--- src/rtl/i2c_stop_pkg.sv ---
package i2c_stop_pkg;
  typedef enum logic [2:0] {
    ST_IDLE    = 3'd0,
    ST_SDA_LOW = 3'd1,
    ST_SCL_REL = 3'd2,
    ST_HOLD    = 3'd3,
    ST_SETTLE  = 3'd4
  } stop_state_e;
endpackage

--- src/rtl/i2c_stop_sync.sv ---
module i2c_stop_sync #(
  parameter int STAGES = 2,
  parameter int WIDTH  = 2
) (
  input  logic             clk,
  input  logic             rst,
  input  logic [WIDTH-1:0] d,
  output logic [WIDTH-1:0] q
);
  logic [WIDTH-1:0] pipe [STAGES];

  generate
    for (genvar s = 0; s < STAGES; s++) begin : g_stage
      if (s == 0) begin : g_first
        always_ff @(posedge clk) begin
          if (rst) pipe[s] <= '1;
          else     pipe[s] <= d;
        end
      end else begin : g_next
        always_ff @(posedge clk) begin
          if (rst) pipe[s] <= '1;
          else     pipe[s] <= pipe[s-1];
        end
      end
    end
  endgenerate

  assign q = pipe[STAGES-1];
endmodule

--- src/rtl/i2c_stop_brg.sv ---
module i2c_stop_brg #(
  parameter int CW = 9
) (
  input  logic          clk,
  input  logic          rst,
  input  logic          load,
  input  logic [CW-1:0] load_val,
  output logic          tick
);
  logic [CW-1:0] cnt;

  always_ff @(posedge clk) begin
    if (rst)              cnt <= '0;
    else if (load)        cnt <= load_val;
    else if (cnt != '0)   cnt <= cnt - 1'b1;
  end

  assign tick = (cnt == CW'(1));

  // an idle counter never wraps or restarts on its own
  a_r5_no_wrap: assert property (@(posedge clk) disable iff (rst)
    (!load && cnt == '0) |=> (cnt == '0));
endmodule

--- src/rtl/i2c_stop_seq.sv ---
module i2c_stop_seq #(
  parameter int RW          = 7,
  parameter int SYNC_STAGES = 2
) (
  input  logic          clk,
  input  logic          rst,
  input  logic          stop_req,
  input  logic [RW-1:0] reload,
  input  logic          clr_coll,
  input  logic          scl_in,
  input  logic          sda_in,
  output logic          scl_oe,
  output logic          sda_oe,
  output logic          done,
  output logic          coll,
  output logic          busy
);
  import i2c_stop_pkg::*;

  localparam int CW = RW + 2;

  stop_state_e   st, nxt;
  logic [1:0]    lines_s;
  logic          scl_s, sda_s;
  logic          brg_load, tick;
  logic [CW-1:0] brg_val, ph_hold, ph_settle;
  logic          set_coll, fin;
  logic          sda_oe_q, scl_oe_q, done_q, coll_q, busy_q;

  i2c_stop_sync #(.STAGES(SYNC_STAGES), .WIDTH(2)) u_sync (
    .clk(clk), .rst(rst), .d({scl_in, sda_in}), .q(lines_s)
  );
  assign scl_s = lines_s[1];
  assign sda_s = lines_s[0];

  i2c_stop_brg #(.CW(CW)) u_brg (
    .clk(clk), .rst(rst), .load(brg_load), .load_val(brg_val), .tick(tick)
  );

  assign ph_hold   = (reload == '0) ? CW'(1) : CW'(reload);
  assign ph_settle = ph_hold + CW'(SYNC_STAGES);

  always_comb begin
    nxt      = st;
    brg_load = 1'b0;
    brg_val  = ph_hold;
    set_coll = 1'b0;
    fin      = 1'b0;
    case (st)
      ST_IDLE:    if (stop_req && !coll_q) nxt = ST_SDA_LOW;
      ST_SDA_LOW: if (!sda_s) nxt = ST_SCL_REL;
      ST_SCL_REL: if (scl_s) begin
        nxt      = ST_HOLD;
        brg_load = 1'b1;
        brg_val  = ph_hold;
      end
      ST_HOLD: begin
        if (!scl_s) begin
          set_coll = 1'b1;
          nxt      = ST_IDLE;
        end else if (tick) begin
          nxt      = ST_SETTLE;
          brg_load = 1'b1;
          brg_val  = ph_settle;
        end
      end
      ST_SETTLE: if (tick) begin
        nxt = ST_IDLE;
        if (!sda_s) set_coll = 1'b1;
        else        fin      = 1'b1;
      end
      default: nxt = ST_IDLE;
    endcase
  end

  always_ff @(posedge clk) begin
    if (rst) begin
      st       <= ST_IDLE;
      sda_oe_q <= 1'b0;
      scl_oe_q <= 1'b0;
      done_q   <= 1'b0;
      busy_q   <= 1'b0;
      coll_q   <= 1'b0;
    end else begin
      st       <= nxt;
      sda_oe_q <= (nxt == ST_SDA_LOW) || (nxt == ST_SCL_REL) || (nxt == ST_HOLD);
      scl_oe_q <= (nxt == ST_SDA_LOW);
      done_q   <= fin;
      busy_q   <= (nxt != ST_IDLE);
      if (set_coll)      coll_q <= 1'b1;
      else if (clr_coll) coll_q <= 1'b0;
    end
  end

  assign sda_oe = sda_oe_q;
  assign scl_oe = scl_oe_q;
  assign done   = done_q;
  assign coll   = coll_q;
  assign busy   = busy_q;

  // SCL pull-down starts together with SDA and ends while SDA is held
  a_r2_scl_rise_with_sda: assert property (@(posedge clk) disable iff (rst)
    $rose(scl_oe_q) |-> sda_oe_q);
  a_r2_scl_free_sda_held: assert property (@(posedge clk) disable iff (rst)
    $fell(scl_oe_q) |-> sda_oe_q);
  // SDA is let go only with SCL already free
  a_r4_sda_after_scl: assert property (@(posedge clk) disable iff (rst)
    $fell(sda_oe_q) |-> !scl_oe_q);
  // abort releases the bus
  a_r8_abort_release: assert property (@(posedge clk) disable iff (rst)
    $rose(coll_q) |-> (!sda_oe_q && !scl_oe_q && !busy_q));
  // flag is sticky and blocks requests
  a_r9_sticky: assert property (@(posedge clk) disable iff (rst)
    (coll_q && !clr_coll) |=> coll_q);
  a_r9_req_blocked: assert property (@(posedge clk) disable iff (rst)
    (coll_q && !busy_q) |=> !busy_q);
  // done is a single-cycle pulse
  a_r10_done_pulse: assert property (@(posedge clk) disable iff (rst)
    done_q |=> !done_q);
  // done excludes busy and a fresh collision
  a_r11_done_idle: assert property (@(posedge clk) disable iff (rst)
    done_q |-> !busy_q);
  a_r11_done_no_coll: assert property (@(posedge clk) disable iff (rst)
    $rose(coll_q) |-> !done_q);
endmodule

--- config.mk ---
export PLATFORM = sky130hd
export DESIGN_NAME = i2c_stop_seq
export DESIGN_NICKNAME = d
export VERILOG_FILES = /design/src/rtl/i2c_stop_pkg.sv /design/src/rtl/i2c_stop_sync.sv /design/src/rtl/i2c_stop_brg.sv /design/src/rtl/i2c_stop_seq.sv
export SDC_FILE = /design/constraint.sdc
export NUM_CORES = 1
export LEC_CHECK = 0
export BUFFER_PORTS_ARGS = -buffer_cell sky130_fd_sc_hd__buf_4
export CAP_MARGIN = 20
export CORE_MARGIN = 5
export CORE_UTILIZATION = 59
export CTS_BUF_LIST = sky130_fd_sc_hd__clkbuf_8
export CTS_CLUSTER_DIAMETER = 30
export DETAILED_ROUTE_END_ITERATION = 12
export PLACE_DENSITY_LB_ADDON = 0.2
export SLEW_MARGIN = 20
export SYNTH_ARGS = -nofsm -noshare
export SYNTH_HDL_FRONTEND = slang
export SYNTH_SLANG_ARGS = --single-unit
--- constraint.sdc ---
create_clock -name clk -period 2.2 [get_ports clk]
set_input_delay 0 -clock clk [delete_from_list [all_inputs] [get_ports clk]]
set_output_delay 0 -clock clk [all_outputs]
set_load 0.005 [all_outputs]
; ---- Yosys cells after proc, flatten, opt, wreduce, memory -nomap -nowiden
; Memories as Yosys holds them, arrays and structs flattened.
; Cells that the tools add are included.
[word_totals]
regBits = 17
ramBits = 4
inputBits = 13
out_inout_bits = 5
mem_count = 1
[memory_table]
columns = memory, words, word_bits, read_ports, rd_ports_with_merged_regs, wr, line_no
row1 = u_sync.pipe, 2, 2, 2, 0, 2, i2c_stop_sync.sv:10  ; logic [WIDTH-1:0] pipe [STAGES];
[classes]
add_sub_neg = 2
n_eq_ne = 8
n_mux = 29
n_bitwise = 4
reduce_logical = 11
[op_table]
columns = cell, count
row1 = $mux W8, 3
row2 = $mux W3, 6
row3 = $mux W9, 2
row4 = $pmux W3 S5, 1
row5 = $eq A3 B2 Y1 const B, 4
row6 = $mux W1, 12
row7 = $eq A9 B1 Y1 const B, 1
row8 = $reduce_bool A9 Y1, 1
row9 = $sub A9 B1 Y9 const B, 1
row10 = $add A7 B2 Y8 const B, 1
row11 = $logic_not A7 Y1, 1
row12 = $mux W7, 1
row13 = $eq A3 B1 Y1 const B, 2
row14 = $mux W2, 2
row15 = $pmux W1 S2, 2
row16 = $reduce_bool A2 Y1, 2
row17 = $eq A3 B3 Y1 const B, 1
row18 = $logic_not A3 Y1, 1
row19 = $reduce_bool A3 Y1, 1
row20 = $reduce_or A3 Y1, 1
row21 = $logic_or A1 B1 Y1, 2
row22 = $not A1 Y1, 2
row23 = $or A1 B1 Y1, 2
row24 = $logic_and A1 B1 Y1, 1
row25 = $logic_not A1 Y1, 1

; ---- Depth between registers and ports, before layout
; Gate-level depths: netlist (run 1).
[logic_depth]
ltp_word = 7
ltp_mapped = 7

; ---- Modules after synthesis
; A second synthesis (run 1) with hierarchy kept.
[hier_totals]
hier_cells = 130
area_unflattened_um2 = 1136.1
[by_module_without_submodules]
columns = mod, instances, cells_per_inst, area_each_um2, seq_area_each_um2
row1 = i2c_stop_seq, 1, 59, 520.5, 160.2
row2 = i2c_stop_brg, 1, 63, 510.5, 180.2
row3 = i2c_stop_sync, 1, 8, 105.1, 80.1

; ---- Least setup slack after synthesis (run 1)
; Ideal clock, no wire load.
[synth_timing]
path_type = reg2reg
from = register u_brg.cnt[0]
to = register u_brg.cnt[6]
setup_time_ps = 117
arrival_ps = 1778
required_time_ps = 2083
setup_slack_ps = 305
stages_incl_launch_ff = 8
path_buffers = 0
cell_sequence = dfxtp_1 inv_1 ha_1 or3b_2 o31a_1 o31ai_1 nand2b_1 and4bb_1
[synth_between]
elab_chain_cells = 5
[synth_rtl]
columns = item, line_no
row1 = from (decl), i2c_stop_brg.sv:10  ; logic [CW-1:0] cnt;
row2 = from (signal assigned), i2c_stop_brg.sv:14  ; else if (load) cnt <= load_val;
row3 = from (signal assigned), i2c_stop_brg.sv:15  ; else if (cnt != '0) cnt <= cnt - 1'b1;
row4 = "parallel branches: the longest is 5 deep, another holds $sub A9 B1 Y9", n/a
; Parallel ways; which one is timed is not known. The select of a mux whose other input is x is not followed.
; A chain may end at the register's enable or synchronous reset.

; ---- Worst setup path after layout (run 1)
; Ends and elaborated chain as after synthesis.

==> results of run 1 <==
## kinds of logic after synthesis
| family | synth area share, % |
|---|---|
| simple gates | 36.6 |
| compound gates | 21.4 |
| flops | 32.6 |
| buf+inv | 3.78 |
| xor+xnor | 2.71 |
| fa+ha+maj | 2.91 |
## power by group through the flow
stage,registers [mW],logic [mW],clock network (mW)
floorplan,0.532,0.649,0
global placement,0.553,0.759,0
finish,0.559,0.793,0.245
detailed placement,0.562,0.776,0
global route,0.574,0.877,0.272
CTS,0.554,0.785,0.253
## through the flow
stage | worst slack, ps | cells
floorplan | 305 | 157
global placement | 253 | 196
detailed placement | 151 | 196
CTS | 147 | 203
global route | 72.7 | 204
finish | 123 | 204
## worst max path at each step
stage,to,slack [ps],cells after the start
2_1_floorplan,u_brg.cnt[6],310,7
3_3_place_gp,u_brg.cnt[6],250,7
3_5_place_dp,u_brg.cnt[6],150,7
4_1_cts,u_brg.cnt[6],150,7
5_1_grt,u_brg.cnt[6],70,7
6_report,u_brg.cnt[6],120,7
## layer usage
| layer | track usage (%) | vias up |
|---|---|---|
| met2 | 33.5 | 47 |
| li1 | - | 610 |
| met5 | 0 | - |
| met3 | 6.67 | 11 |
| met4 | 6.95 | 0 |
| met1 | 24.2 | 570 |
## cell type report
class	count	area, um2	area share, %
sequential	21	420	27.8
timing repair buffer	22	175	11.6
clock inverter	1	3.75	0.248
inverter	4	15.0	0.993
clock buffer	3	41.3	2.73
tap	28	35.0	2.32
multi-input combinational	125	822	54.3
## worst register-to-register path: stages, from the launching register on
cell,delay (ps)
dfxtp_1,360
inv_1,100
ha_1,180
or3b_2,510
o31a_1,290
o31ai_1,250
nand2b_1,90
and4bb_1,200
## cell usage after synthesis, types with 2 or more instances
master    number
or4_1          3
nand3b_1       3
o21ai_1        2
xor2_1         2
a21oi_2        2
dfxtp_1       21
xnor2_1        2
nor3_1         5
inv_1          4
nor2_1        19
nand2b_1       3
a31oi_1        4
clkbuf_1       5
o21ai_0        5
a21oi_1       12
ha_1           3
nor3_2         2
and3_1         2
nor4b_1        2
o31ai_1        3
nor4_1         4
or2_2          6
nand3_1        6
buf_4          2
nand4b_1       2
nand2_1        9
## what timing repair did
item | 4_1_cts | 5_1_grt
hold buffers | 3 | 1
setup buffers | 0 | 0
gates resized for setup | 0 | 0
endpoints found under the hold margin | 4 | 1
## registers in the layout, summed over array words and instances (netlist names)
| signal | cells |
|---|---|
| scl_oe | 1 |
| u_sync.pipe | 4 |
| u_brg.cnt | 9 |
| sda_oe | 1 |
| coll | 1 |
| done | 1 |
| busy | 1 |
| st | 3 |
==> flow_metrics.env, run 1 <==
export IMPL_worst_setup_path_type="reg -> reg"
export IMPL_insertion_delay_ps=260
export IMPL_placed_area_um2=1430
export IMPL_async_flop_share_pct=0
export IMPL_hold_slack_ps=61.7
export IMPL_portBuffers=17
export IMPL_worstPathArrival_ps=2230
export IMPL_total_power_mw=1.60
export IMPL_reg2reg_setup_slack_ps=120
export IMPL_htreeDepth=1
export IMPL_worstSetupEndpointType="flip-flop"
export IMPL_finalSetupViolCount=0
export IMPL_synth_distinct_cells=50
export IMPL_final_util_pct=70.4
export IMPL_wl_mm=3.01
export IMPL_powerDensity_nw_per_um2=1060
export IMPL_required_ps=2360
export IMPL_cap_violations=0
export IMPL_synth_area_per_cell_um2=8.22
export IMPL_p_int_mw=0.926
export IMPL_drive_gt1_share_pct=23.3
export IMPL_highest_layer="met4"
export IMPL_yosys_warnings=0
export IMPL_most_common_layout_cells="dfxtp_1, nor2_1, buf_4"
export IMPL_grt_pass1_wl_mm=5.17
export IMPL_ff2ff_path_depth=7
export IMPL_synth_edff_count=0
export IMPL_r2r_end="u_brg.cnt[6]"
export IMPL_row_count=17
export IMPL_die_h_um=56.8
export IMPL_io_pins=18
export IMPL_gp_congestion=0.928
export IMPL_overflow=0
export IMPL_rsz0062_at_grt="no"
export IMPL_dp_hpwl_mm=2.26
export IMPL_coreArea_um2=2150
export IMPL_cts_tree="yes"
export IMPL_fin_skew_ps=4.34
export IMPL_cts_root_buffer="clkbuf_8"
export IMPL_synth_top_area_share_pct=32.6
export IMPL_hp_class="in -> reg"
export IMPL_slowest_stage="or3b_2"
export IMPL_yosys_area_top_type="dfxtp_1"
export IMPL_cts_buffers=3
export IMPL_final_antenna_net_count=0
export IMPL_grt_antenna_before_repair=0
export IMPL_cts_clk_slew_worst_paths_ps=70
export IMPL_crit_buf_inv=1
export IMPL_cp_max_fo=6
export IMPL_relSlewSlack_pct=66.5
export IMPL_p_seq_share_pct=35.0
export IMPL_fin_crit_sh_pct=94.4
export IMPL_dieWidth_um=56.8
export IMPL_ir_drop_v=0.000859
export IMPL_finalMaxSlewViolations=0
export IMPL_fmax_mhz=481
export IMPL_grt_usage_pct=20.2
export IMPL_grt_pass1_vias=1161
export IMPL_hp_start="reload[4]"
export IMPL_critPathLaunch="u_brg.cnt[0]"
export IMPL_whs_path_depth=4
export IMPL_synthCells=157
export IMPL_finalHoldViolCount=0
export IMPL_final_cell_area_um2=1510
export IMPL_fin_crit_ps=2080
export IMPL_switchingPower_mw=0.671
export IMPL_route_detailed_drc=0
export IMPL_synth_seq_cells=21
export IMPL_yosys_top_cells_area="dfxtp_1, nor2_1, a21oi_1, ha_1, or2_2"
export IMPL_first_pass_iters=5
export IMPL_wl_per_cell_um=14.7
export IMPL_antennaDiodeCount=0
export IMPL_outcome="completed"
export IMPL_power_frac_comb_pct=49.7
export IMPL_layout_commonest_cell="dfxtp_1"
export IMPL_ys_seq_area_share_pct=32.6
export IMPL_nets=193
export IMPL_cts_sinks=21
export IMPL_vias=1238
export IMPL_critPathTopFamily="simple AND/OR/NAND/NOR gates"
export IMPL_final_setup_tns_ps=0
export IMPL_hold_end="u_brg.cnt[4]"
export IMPL_vias_per_cell=6.07
export IMPL_n_fill_cell=188
export IMPL_p_leak_nw=0.588
export IMPL_area_growth_pct=17.2
export IMPL_ys_flop_type="dfxtp_1"
export IMPL_drt_met1_wl_mm=1.33
export IMPL_synth_nets=173
export IMPL_initial_utilization_pct=60.1
export IMPL_pwr_share_clk_pct=15.4
export IMPL_setup_worst_path_start_class="flip-flop"
export IMPL_wl_met2_mm=1.42
export IMPL_wl_met3_um=173
export IMPL_cp_cell_sequence="inv_1 -> ha_1 -> or3b_2 -> o31a_1 -> o31ai_1 -> nand2b_1 -> and4bb_1"
export IMPL_synth_area_um2=1290
export IMPL_worst_pin_slew_ps=503
export IMPL_max_stage_delay_ps=510
export IMPL_drt_iter0_markers=40
export IMPL_rr_startpoint="u_brg.cnt[0]"
export IMPL_p_sw_share_pct=42.0
export IMPL_dieArea_um2=3220
export IMPL_cts_buffer_depth=2
export IMPL_grt_max_degree=15
(Power assumes the default switching activity.)
==> run 2: changes to the inputs <==
--- a/config.mk
+++ b/config.mk
@@ -13,6 +13,7 @@
 export CTS_CLUSTER_DIAMETER = 30
 export DETAILED_ROUTE_END_ITERATION = 12
 export PLACE_DENSITY_LB_ADDON = 0.2
+export SETUP_SLACK_MARGIN = 0.3
 export SLEW_MARGIN = 20
 export SYNTH_ARGS = -nofsm -noshare
 export SYNTH_HDL_FRONTEND = slang
==> flow_metrics.env, run 2 (synthesized netlist as in run 1, its figures left out) <==
export IMPL_outcome="completed"
export IMPL_cts_root_buffer="clkbuf_8"
export IMPL_cap_violations=0
export IMPL_dieWidth_um=56.8
export IMPL_layout_commonest_cell="buf_4"
export IMPL_insertion_delay_ps=260
export IMPL_cts_clk_slew_worst_paths_ps=70
export IMPL_initial_utilization_pct=60.1
export IMPL_dieArea_um2=3220
export IMPL_final_antenna_net_count=0
export IMPL_wl_mm=3.32
export IMPL_required_ps=2350
export IMPL_route_detailed_drc=0
export IMPL_gp_congestion=0.928
export IMPL_coreArea_um2=2150
export IMPL_cts_buffers=3
export IMPL_fin_skew_ps=4.80
export IMPL_overflow=0
export IMPL_die_h_um=56.8
export IMPL_p_leak_nw=0.643
export IMPL_ff2ff_path_depth=7
export IMPL_grt_antenna_before_repair=0
export IMPL_r2r_end="u_brg.cnt[6]"
export IMPL_worst_setup_path_type="reg -> reg"
export IMPL_total_power_mw=1.85
export IMPL_grt_usage_pct=20.6
export IMPL_cp_max_fo=4
export IMPL_worst_pin_slew_ps=529
export IMPL_vias_per_cell=6.11
export IMPL_whs_path_depth=4
export IMPL_reg_largest_list="u_brg.cnt x9, u_sync.pipe x4, st x3"
export IMPL_drt_iter0_markers=41
export IMPL_largest_reg_flops=9
export IMPL_worstSetupEndpointType="flip-flop"
export IMPL_wl_per_cell_um=15.7
export IMPL_final_setup_tns_ps=0
export IMPL_reg2reg_setup_slack_ps=270
export IMPL_grt_pass1_vias=1191
export IMPL_setup_worst_path_start_class="flip-flop"
export IMPL_htreeDepth=1
export IMPL_vias=1296
export IMPL_powerDensity_nw_per_um2=1120
export IMPL_io_pins=18
export IMPL_finalMaxSlewViolations=0
export IMPL_antennaDiodeCount=0
export IMPL_area_growth_pct=28.2
export IMPL_ir_drop_v=0.00110
export IMPL_nets=201
export IMPL_cts_tree="yes"
export IMPL_rsz0062_at_grt="yes"
export IMPL_cts_buffer_depth=2
export IMPL_portBuffers=17
export IMPL_hp_class="in -> reg"
export IMPL_fmax_mhz=517
export IMPL_first_pass_iters=4
export IMPL_rr_startpoint="u_brg.cnt[1]"
export IMPL_hp_start="reload[4]"
export IMPL_worstPathArrival_ps=2090
export IMPL_grt_pass1_wl_mm=5.27
export IMPL_most_common_layout_cells="buf_4, nor2_1, dfxtp_1"
export IMPL_finalSetupViolCount=0
export IMPL_relSlewSlack_pct=64.7
export IMPL_fin_crit_sh_pct=87.9
export IMPL_cts_sinks=21
export IMPL_drive_gt1_share_pct=33.2
export IMPL_max_flop_register="u_brg.cnt"
export IMPL_grt_max_degree=15
export IMPL_finalHoldViolCount=0
export IMPL_hold_end="u_brg.cnt[4]"
export IMPL_row_count=17
export IMPL_fin_crit_ps=1930
export IMPL_dp_hpwl_mm=2.26
export IMPL_n_fill_cell=156
## run 2: per-stage QoR
stage	hold WS [ps]	area, um2	setup slack, ps	instances	util [%]
floorplan	104	1290	305	157	-
global placement	187	1430	253	196	66.5
detailed placement	190	1430	151	196	66.5
CTS	3.91	1520	284	203	70.9
global route	87.0	1660	230	212	77.1
finish	62.6	1660	267	212	77.1
## run 2: worst max path at each step
| stage | from | end | cells after the start |
|---|---|---|---|
| final | u_brg.cnt[1] | u_brg.cnt[6] | 7 |
| after floorplan | u_brg.cnt[0] | u_brg.cnt[6] | 7 |
| after global routing | u_brg.cnt[1] | u_brg.cnt[6] | 7 |
| after detailed placement | u_brg.cnt[0] | u_brg.cnt[6] | 7 |
| after global placement | u_brg.cnt[0] | u_brg.cnt[6] | 7 |
| after CTS | u_brg.cnt[1] | u_brg.cnt[6] | 7 |
## run 2: metal layers
metal / vias up / track usage (%) / part of all wire, %
met4: 0 / 7.28 / 2.8
met1: 605 / 24.1 / 42
met5: - / 0 / 0
met2: 50 / 34.7 / 49
met3: 14 / 7.36 / 6.8
li1: 627 / - / -
## run 2: final cells by class
type,count,area (um2),area share (%)
clock inverter,1,3.75,0.227
sequential,21,428,25.9
inverter,4,20.0,1.21
clock buffer,3,41.3,2.49
tap,28,35.0,2.12
timing repair buffer,30,235,14.2
multi-input combinational,125,892,53.9
## run 2: critical path, stage by stage, from the launching register on
cell and delay [ps]:
dfxtp_4 360, inv_4 80, ha_4 130, or3b_4 400
o31a_1 320, o31ai_1 240, nand2b_1 90, and4bb_1 200
## run 2: where the power goes
part	switching [mW]	internal, mW	leakage, nW	total [mW]
Clock	0.121	0.124	0.0269	0.245
Combinational	0.520	0.489	0.442	1.01
Sequential	0.132	0.467	0.174	0.599
Total	0.772	1.08	0.643	1.85
## run 2: timing repair
item                                    4_1_cts  5_1_grt
resized for setup                             7       15
hold buffers                                  3        1
endpoints found under the setup margin        6       12
gates cloned                                  0        0
hold endpoints to repair                      4        1
pin swaps                                     2       10
setup buffers                                 0        8
==> run 3: changes to the inputs <==
==> constraint.sdc (replaced) <==
create_clock -name clk -period 2.18 [get_ports clk]
set_input_delay 0 -clock clk [delete_from_list [all_inputs] [get_ports clk]]
set_output_delay 0 -clock clk [all_outputs]
set_load 0.005 [all_outputs]
==> flow_metrics.env, run 3 (synthesized netlist as in run 1, its figures left out) <==
export IMPL_fin_ws_ps=281
export IMPL_cp_max_fo=7
export IMPL_p_sw_share_pct=42.3
export IMPL_io_pins=18
export IMPL_fin_cells=210
export IMPL_dp_slack_ps=212
export IMPL_area_growth_pct=26.9
export IMPL_use_met1_pct=26.8
export IMPL_dieArea_um2=3220
export IMPL_cts_buffers=3
export IMPL_hold_slack_ps=11.5
export IMPL_nets=199
export IMPL_outcome="completed"
export IMPL_fin_crit_ps=1900
export IMPL_placedCellCount=196
export IMPL_max_flop_register="u_brg.cnt"
export IMPL_wl_mm=3.39
export IMPL_drt_iter0_markers=54
export IMPL_dieWidth_um=56.8
export IMPL_gp_congestion=0.973
export IMPL_hp_start="clr_coll"
export IMPL_pwr_share_clk_pct=13.2
export IMPL_finalSetupViolCount=0
export IMPL_p_leak_nw=0.632
export IMPL_worstPathArrival_ps=2060
export IMPL_route_detailed_drc=0
export IMPL_first_pass_iters=4
export IMPL_rr_startpoint="u_brg.cnt[1]"
export IMPL_required_ps=2340
export IMPL_setup_worst_path_start_class="flip-flop"
export IMPL_grt_usage_pct=21.2
export IMPL_worst_setup_path_type="reg -> reg"
export IMPL_vias=1303
export IMPL_cts_root_buffer="clkbuf_8"
export IMPL_antennaDiodeCount=0
export IMPL_die_h_um=56.8
export IMPL_portBuffers=17
export IMPL_relSlewSlack_pct=66.6
export IMPL_hp_class="in -> reg"
export IMPL_finalMaxSlewViolations=0
export IMPL_switchingPower_mw=0.816
export IMPL_total_power_mw=1.93
export IMPL_dp_hpwl_mm=2.24
export IMPL_hold_end="coll"
export IMPL_grt_antenna_before_repair=0
export IMPL_htreeDepth=1
export IMPL_powerDensity_nw_per_um2=1180
export IMPL_fmax_mhz=527
export IMPL_n_fill_cell=167
export IMPL_grt_pass1_wl_mm=5.46
export IMPL_multi_input_area_um2=902
export IMPL_cts_tree="yes"
export IMPL_coreArea_um2=2150
export IMPL_grt_use_met2_pct=35.8
export IMPL_r2r_end="u_brg.cnt[6]"
export IMPL_fin_skew_ps=3.46
export IMPL_top_usage_layer="met2"
export IMPL_ff2ff_path_depth=7
export IMPL_whs_path_depth=3
export IMPL_placed_area_um2=1430
export IMPL_final_setup_tns_ps=0
export IMPL_reg_largest_list="u_brg.cnt x9, u_sync.pipe x4, st x3"
export IMPL_power_frac_comb_pct=56.0
export IMPL_p_int_mw=1.11
export IMPL_p_seq_share_pct=30.8
export IMPL_worstSetupEndpointType="flip-flop"
export IMPL_grt_pass1_vias=1183
export IMPL_cap_violations=0
export IMPL_row_count=17
export IMPL_seq_area_um2=425
export IMPL_most_common_layout_cells="buf_4, nor2_1, dfxtp_1"
export IMPL_overflow=0
export IMPL_cts_sinks=21
export IMPL_critPathLaunch="u_brg.cnt[1]"
export IMPL_final_util_pct=76.3
export IMPL_largest_reg_flops=9
export IMPL_cts_buffer_depth=2
export IMPL_grtUsageMet3_pct=3.22
export IMPL_vias_per_cell=6.20
export IMPL_insertion_delay_ps=260
export IMPL_rsz0062_at_grt="yes"
export IMPL_fin_crit_sh_pct=87.1
export IMPL_finalHoldViolCount=0
export IMPL_ir_drop_v=0.00104
export IMPL_initial_utilization_pct=60.1
export IMPL_grt_max_degree=14
export IMPL_final_cell_area_um2=1640
export IMPL_final_antenna_net_count=0
export IMPL_wl_per_cell_um=16.1
export IMPL_worst_pin_slew_ps=502
export IMPL_reg2reg_setup_slack_ps=280
export IMPL_drive_gt1_share_pct=33.0
export IMPL_layout_commonest_cell="buf_4"
export IMPL_cts_clk_slew_worst_paths_ps=80
==> run 3: worst max-delay path by stage <==
stage,endpoint,cells past startpoint
6_report,u_brg.cnt[6],7
5_1_grt,u_brg.cnt[6],7
4_1_cts,u_brg.cnt[6],7
3_5_place_dp,u_brg.cnt[6],7
3_3_place_gp,u_brg.cnt[6],7
2_1_floorplan,u_brg.cnt[6],7
==> run 3: metal layers <==
metal,up-vias,share of wire [%]
li1,626,-
met1,608,42
met2,60,48
met3,9,7.3
met4,0,2.5
met5,-,0
==> run 3: worst max-delay path, stage by stage (launching register included) <==
cell      delay, ps
dfxtp_2         340
inv_4            80
ha_4            120
or4b_4          530
o21ai_4         210
nand2_4         100
nor3_2          200
and4bb_1        200
==> run 3: timing repair <==
action	4_1_cts	5_1_grt
hold endpoints to repair	4	0
gates cloned	0	1
buffers inserted	4	2
setup endpoints to repair	8	6
pin swaps	3	7
gates resized for setup	8	12
hold buffers	3	0
==> run 3: final cells by class <==
type / instances / area share [%]
clock inverter: 1 / 0.305
clock buffer: 3 / 2.52
tap: 28 / 2.14
multi-input combinational: 126 / 55.0
inverter: 4 / 1.22
timing repair buffer: 27 / 12.8
sequential: 21 / 26.0
==> run 3: power by group through the flow <==
stage / combinational [mW] / sequential (mW) / clock, mW
floorplan: 0.664 / 0.538 / 0
global placement: 0.797 / 0.558 / 0
CTS: 0.922 / 0.557 / 0.259
finish: 1.08 / 0.594 / 0.256
detailed placement: 0.818 / 0.563 / 0
global route: 1.17 / 0.607 / 0.281
